--- config.mk ---
export PLATFORM = sky130hd
export DESIGN_NAME = dpa_arbiter
export DESIGN_NICKNAME = d
export VERILOG_FILES = /design/src/rtl/dpa_pkg.sv /design/src/rtl/dpa_port_track.sv /design/src/rtl/dpa_loser_pick.sv /design/src/rtl/dpa_wr_gate.sv /design/src/rtl/dpa_arbiter.sv
export SDC_FILE = /design/constraint.sdc
export NUM_CORES = 1
export LEC_CHECK = 0
export BUFFER_PORTS_ARGS = -buffer_cell sky130_fd_sc_hd__buf_4
export CORE_ASPECT_RATIO = 0.9
export CORE_UTILIZATION = 35
export DETAILED_ROUTE_END_ITERATION = 10
export SYNTH_ARGS = -nofsm -noshare
export SYNTH_HDL_FRONTEND = slang
export SYNTH_SLANG_ARGS = --single-unit
export TNS_END_PERCENT = 5
--- constraint.sdc ---
create_clock -name clk -period 6.24 [get_ports clk]
set_clock_uncertainty 0.2 [all_clocks]
set_input_delay 1.56 -clock clk [delete_from_list [all_inputs] [get_ports clk]]
set_output_delay 1.56 -clock clk [all_outputs]
set_load 0.02 [all_outputs]
--- src/rtl/dpa_pkg.sv ---
package dpa_pkg;
   localparam int unsigned NUM_PORTS = 2;
   typedef enum logic {SIDE_LEFT = 1'b0, SIDE_RIGHT = 1'b1} side_e;
   localparam int unsigned LEFT_IDX  = 0;
   localparam int unsigned RIGHT_IDX = 1;
endpackage

--- src/rtl/dpa_port_track.sv ---
module dpa_port_track #(
   parameter int unsigned ADDR_W = 10
) (
   input  logic              clk,
   input  logic              rst_n,
   input  logic              en,
   input  logic [ADDR_W-1:0] addr,
   output logic              fresh
);
   logic              prev_en_q;
   logic [ADDR_W-1:0] prev_addr_q;

   always_ff @(posedge clk) begin
      if (!rst_n) begin
         prev_en_q   <= 1'b0;
         prev_addr_q <= '0;
      end else begin
         prev_en_q   <= en;
         prev_addr_q <= addr;
      end
   end

   always_comb fresh = en && (!prev_en_q || (addr != prev_addr_q));


   fresh_needs_en_chk: assert property (@(posedge clk) disable iff (!rst_n)
      fresh |-> en);

   settled_after_hold_chk: assert property (@(posedge clk) disable iff (!rst_n)
      (en && $past(en) && $stable(addr) && $past(rst_n)) |-> !fresh);
endmodule

--- src/rtl/dpa_loser_pick.sv ---
module dpa_loser_pick #(
   parameter int unsigned ADDR_W         = 10,
   parameter bit          TIE_GRANT_LEFT = 1'b1
) (
   input  logic              clk,
   input  logic              rst_n,
   input  logic [1:0]        en,
   input  logic [ADDR_W-1:0] addr_l,
   input  logic [ADDR_W-1:0] addr_r,
   input  logic [1:0]        fresh,
   output logic              match,
   output logic [1:0]        lose
);
   import dpa_pkg::*;

   logic [1:0] tie_lose;
   logic       held_q;
   logic [1:0] lose_q;

   generate
      if (TIE_GRANT_LEFT) begin : g_tie_left
         assign tie_lose = 2'b10;
      end else begin : g_tie_right
         assign tie_lose = 2'b01;
      end
   endgenerate

   always_comb begin
      match = en[LEFT_IDX] && en[RIGHT_IDX] && (addr_l == addr_r);
      if (!match)             lose = 2'b00;
      else if (held_q)        lose = lose_q;
      else if (fresh == 2'b01) lose = 2'b01;
      else if (fresh == 2'b10) lose = 2'b10;
      else                    lose = tie_lose;
   end

   always_ff @(posedge clk) begin
      if (!rst_n) begin
         held_q <= 1'b0;
         lose_q <= 2'b00;
      end else begin
         held_q <= match;
         lose_q <= lose;
      end
   end


   one_loser_chk: assert property (@(posedge clk) disable iff (!rst_n)
      $onehot0(lose));

   keep_left_chk: assert property (@(posedge clk) disable iff (!rst_n)
      (match && $past(match) && $past(lose[0]) && $past(rst_n)) |-> lose[0]);

   keep_right_chk: assert property (@(posedge clk) disable iff (!rst_n)
      (match && $past(match) && $past(lose[1]) && $past(rst_n)) |-> lose[1]);

   late_side_loses_chk: assert property (@(posedge clk) disable iff (!rst_n)
      (match && !$past(match) && fresh == 2'b01) |-> lose[0]);
endmodule

--- src/rtl/dpa_wr_gate.sv ---
module dpa_wr_gate (
   input  logic clk,
   input  logic rst_n,
   input  logic en,
   input  logic wr_n,
   input  logic busy,
   output logic go
);
   always_comb go = en && !wr_n && !busy;


   busy_blocks_write_chk: assert property (@(posedge clk) disable iff (!rst_n)
      busy |-> !go);

   free_write_passes_chk: assert property (@(posedge clk) disable iff (!rst_n)
      (en && !wr_n && !busy) |-> go);
endmodule

--- src/rtl/dpa_arbiter.sv ---
module dpa_arbiter #(
   parameter int unsigned ADDR_W         = 10,
   parameter bit          TIE_GRANT_LEFT = 1'b1
) (
   input  logic              clk,
   input  logic              rst_n,
   input  logic              l_sel_n,
   input  logic              l_wr_n,
   input  logic [ADDR_W-1:0] l_addr,
   input  logic              r_sel_n,
   input  logic              r_wr_n,
   input  logic [ADDR_W-1:0] r_addr,
   output logic              l_busy_n,
   output logic              r_busy_n,
   output logic              l_wr_go,
   output logic              r_wr_go,
   output logic              clash
);
   import dpa_pkg::*;

   generate
      if (ADDR_W < 1 || ADDR_W > 32) begin : g_bad_width
         $error("dpa_arbiter: ADDR_W must lie in 1..32");
      end
   endgenerate

   logic [NUM_PORTS-1:0]             en_v;
   logic [NUM_PORTS-1:0]             wr_n_v;
   logic [NUM_PORTS-1:0][ADDR_W-1:0] addr_v;
   logic [NUM_PORTS-1:0]             fresh_v;
   logic [NUM_PORTS-1:0]             lose_v;
   logic [NUM_PORTS-1:0]             go_v;
   logic                             match;

   always_comb begin
      en_v[LEFT_IDX]    = !l_sel_n;
      en_v[RIGHT_IDX]   = !r_sel_n;
      wr_n_v[LEFT_IDX]  = l_wr_n;
      wr_n_v[RIGHT_IDX] = r_wr_n;
      addr_v[LEFT_IDX]  = l_addr;
      addr_v[RIGHT_IDX] = r_addr;
   end

   generate
      for (genvar p = 0; p < NUM_PORTS; p++) begin : g_port
         dpa_port_track #(.ADDR_W(ADDR_W)) track_i (
            .clk   (clk),
            .rst_n (rst_n),
            .en    (en_v[p]),
            .addr  (addr_v[p]),
            .fresh (fresh_v[p])
         );
         dpa_wr_gate gate_i (
            .clk   (clk),
            .rst_n (rst_n),
            .en    (en_v[p]),
            .wr_n  (wr_n_v[p]),
            .busy  (lose_v[p]),
            .go    (go_v[p])
         );
      end
   endgenerate

   dpa_loser_pick #(.ADDR_W(ADDR_W), .TIE_GRANT_LEFT(TIE_GRANT_LEFT)) pick_i (
      .clk    (clk),
      .rst_n  (rst_n),
      .en     (en_v),
      .addr_l (addr_v[LEFT_IDX]),
      .addr_r (addr_v[RIGHT_IDX]),
      .fresh  (fresh_v),
      .match  (match),
      .lose   (lose_v)
   );

   always_comb begin
      l_busy_n = !lose_v[LEFT_IDX];
      r_busy_n = !lose_v[RIGHT_IDX];
      l_wr_go  = go_v[LEFT_IDX];
      r_wr_go  = go_v[RIGHT_IDX];
      clash    = |lose_v;
   end


   no_match_no_busy_chk: assert property (@(posedge clk) disable iff (!rst_n)
      (l_sel_n || r_sel_n || (l_addr != r_addr)) |-> (l_busy_n && r_busy_n && !clash));

   never_both_busy_chk: assert property (@(posedge clk) disable iff (!rst_n)
      !(!l_busy_n && !r_busy_n));

   release_chk: assert property (@(posedge clk) disable iff (!rst_n)
      ($past(match) && !match && $past(rst_n)) |-> (l_busy_n && r_busy_n));

   clash_means_match_chk: assert property (@(posedge clk) disable iff (!rst_n)
      clash |-> (!l_sel_n && !r_sel_n && (l_addr == r_addr)));

   match_has_loser_chk: assert property (@(posedge clk) disable iff (!rst_n)
      match |-> $countones({l_busy_n, r_busy_n}) == 1);
endmodule

==> flow_metrics.py <==
metrics = {
    "status": {
        "run_status": "finished clean",
    },
    "yosys": {
        "netlist_area_mm2": 0.00118,
        "post_synth.cell_area_avg_um2": 10.4,
        "yosysWarnings": 0,
        "synth_top_area_share_pct": 42.5,
        "yosysUniqueCellTypes": 31,
        "async_flop_share_pct": 0,
        "synth_cells": 113,
        "yosys-top-cells-area": "dfxtp_1 (42%), xnor2_1 (15%), and2_1 (11%)",
        "synth_edf_count": 0,
        "yosysSeqAreaShare_pct": 42.5,
        "syn_nets": 139,
        "ys_ff_latch": 25,
        "synth-main-ff-cell": "dfxtp_1",
        "synth_top_cell_by_area": "dfxtp_1",
    },
    "clock_network": {
        "cts_made_buffers": 3,
        "cts_setup_buffers": 0,
        "clk_pin_slew_ns": 0.08,
        "cts_tree": "built",
        "cts_resized": 0,
        "cts_hold_buf": 0,
        "h-tree-depth": 1,
        "clk_latency_ns": 0.26,
        "cts_root_buffer": "clkbuf_8",
        "clockBufferDepth": 2,
        "clock_sinks": 25,
    },
    "worst_setup_path": {
        "crit_type": "input port to output port",
        "r2r_start": "g_port[1].track_i.prev_addr_q[9]",
        "crit_fanout": 3,
        "r2r_end": "pick_i.lose_q[1]",
        "crit_path_end": "r_wr_go",
        "r2r_slack_ns": 4.34,
        "critPathArrivalTime_ns": 3.08,
        "reg2reg_depth": 5,
        "worstPathRequired_ns": 4.48,
        "cp-end-kind": "output port",
        "crit_path_start": "r_addr[9]",
        "start_kind": "input port",
    },
    "routing": {
        "drt_iter0_markers": 34,
        "wl_mm": 2.28,
        "wire_per_inst_um": 12.2,
        "ant_nets": 0,
        "vias": 862,
        "first_pass_iters": 4,
        "viasPerCell": 4.61,
        "drt_drc_violations_left": 0,
    },
    "global_routing": {
        "antenna_found_initial": 0,
        "globalRouteTotalUtil_pct": 14.4,
        "grt_max_degree": 25,
        "grt_pass1_wl_mm": 4.02,
        "grt_pass1_vias": 913,
        "overflow": 0,
    },
    "floorplanning": {
        "start_util_pct": 37.6,
        "die_area_mm2": 0.00360,
        "rows": 19,
        "chipHeight_um": 57.1,
        "ios": 31,
        "core_area_mm2": 0.00314,
        "die_x_um": 63.2,
    },
    "final_layout": {
        "layout-drive-gt1-share_pct": 29.7,
        "syn2layout_area_growth_pct": 26.8,
        "nNetsFinal": 172,
        "diodes": 0,
        "finalInstanceArea_mm2": 0.00149,
    },
    "power_and_ir_drop": {
        "switching_share_pct": 24.2,
        "sequentialPowerShare_pct": 53.1,
        "cell_internal_pwr_uw": 243,
        "comb_power_share_pct": 17.6,
        "powerDensity_mw_per_mm2": 214,
        "p_leak_uw": 0.000601,
        "p_clk_share_pct": 29.3,
        "ir_worst_vdd_mv": 0.100,
        "switchingPower_uw": 77.3,
    },
    "place": {
        "hpwl_mm": 1.82,
        "dpl-instance-area_mm2": 0.00145,
        "place.gp.congestion": 0.857,
        "placement.io_buffers": 30,
    },
    "timing": {
        "setup_tns_ns": 0,
        "slew-limit-headroom_pct": 67.0,
        "fmax_ghz": 0.207,
        "setup_violations": 0,
        "maxSlewViolCount": 0,
        "rsz0062_at_grt": "no",
        "hold_violations": 0,
        "post-route-period-util_pct": 77.5,
        "worst_pin_slew_ns": 0.491,
        "period_needed_ns": 4.84,
    },
    "run": {
        "drv_cap": 0,
    },
    "hold_path": {
        "hp-class": "flip-flop to flip-flop",
    },
}
registers in the layout, indices dropped and copies added, names as in the netlist:
| signal | count |
|---|---|
| pick_i.lose_q | 2 |
| pick_i.held_q | 1 |
| g_port.track_i.prev_en_q | 2 |
| g_port.track_i.prev_addr_q | 20 |
worst min path at each step:
stage	startpoint	end	slack [ns]	depth (start not counted)
after CTS	pick_i.lose_q[1]	pick_i.lose_q[1]	0.47	2
after global placement	pick_i.lose_q[1]	pick_i.lose_q[1]	0.44	2
after global routing	pick_i.lose_q[1]	pick_i.lose_q[1]	0.51	2
after floorplan	pick_i.lose_q[1]	pick_i.lose_q[1]	0.41	2
final	pick_i.lose_q[1]	pick_i.lose_q[1]	0.46	2
after detailed placement	pick_i.lose_q[1]	pick_i.lose_q[1]	0.44	2
metal layers:
metal	track usage (%)	vias up	wire length, µm
met1	17.4	393	1040
met5	0	-	0
met4	6.82	0	39
met3	3.00	4	127
met2	24.7	22	1070
li1	-	443	-
cell usage after synthesis (2+ instances only):
cell type,instances
nor2b_1,2
nand4_2,2
and2_1,20
nand2_1,2
clkbuf_1,2
nand3_2,2
nor2_1,2
o21a_1,2
dfxtp_1,25
nor4_1,2
nand4_1,3
nor3_1,2
xor2_1,10
xnor2_1,20
worst max-delay path, cell delays in order:
cell     delay, ns
buf_4         0.12
xor2_1        0.17
nor4b_1       0.30
a31oi_1       0.13
nor4_1        0.45
o21a_1        0.20
buf_4         0.14
power by group through the flow:
stage	clock (µW)	sequential, µW	combinational (µW)
2_1_floorplan	0	173	31.8
3_3_place_gp	0	174	56.0
3_5_place_dp	0	174	57.2
4_1_cts	98.7	170	57.4
5_1_grt	105	171	62.4
6_report	93.7	170	56.3
layout by cell type (no fill, tap or decap), drive strengths merged:
master | netlist | final
nor4b | 1 | 1
dfxtp | 25 | 25
nand2b | 1 | 1
or4 | 1 | 1
nand4 | 5 | 5
nor3 | 3 | 3
xor2 | 10 | 10
o31ai | 1 | 1
or3 | 1 | 1
o21a | 2 | 2
nand3 | 3 | 3
nor4 | 2 | 2
and3 | 1 | 1
nor2 | 2 | 2
or2 | 1 | 1
and4b | 1 | 1
buf | 0 | 30
and2 | 21 | 21
clkbuf | 2 | 4
nor3b | 1 | 1
nand2 | 2 | 2
a31oi | 1 | 1
xnor2 | 20 | 20
a21oi | 1 | 1
o21ai | 1 | 1
nor2b | 2 | 2
o31a | 1 | 1
or4b | 1 | 1
metrics by stage:
stage | cells | hold slack [ns] | total power (µW) | utilization (%) | setup slack [ns]
global placement | 183 | 0.436 | 230 | 46.2 | 1.42
floorplan | 113 | 0.408 | 205 | - | 1.58
detailed placement | 183 | 0.443 | 231 | 46.2 | 1.40
global route | 187 | 0.508 | 339 | 47.6 | 1.32
CTS | 187 | 0.471 | 326 | 47.6 | 1.40
finish | 187 | 0.461 | 320 | 47.6 | 1.40
logic make-up after synthesis:
kind of cell,share of synthesized area [%]
AO/OA/AOI/OAI,5.20
AND/OR/NAND/NOR,29.4
buffers and inverters,0.637
XOR/XNOR,22.3
flip-flops,42.5
final cells by class:
cell class / instances / area [µm²]
Tap cell: 42 / 52.6
Multi-Input combinational cell: 86 / 671
Clock buffer: 4 / 45.0
Fill cell: 330 / 1640
Timing Repair Buffer: 30 / 225
Sequential cell: 25 / 500
Power figures use the tool's default switching activity.
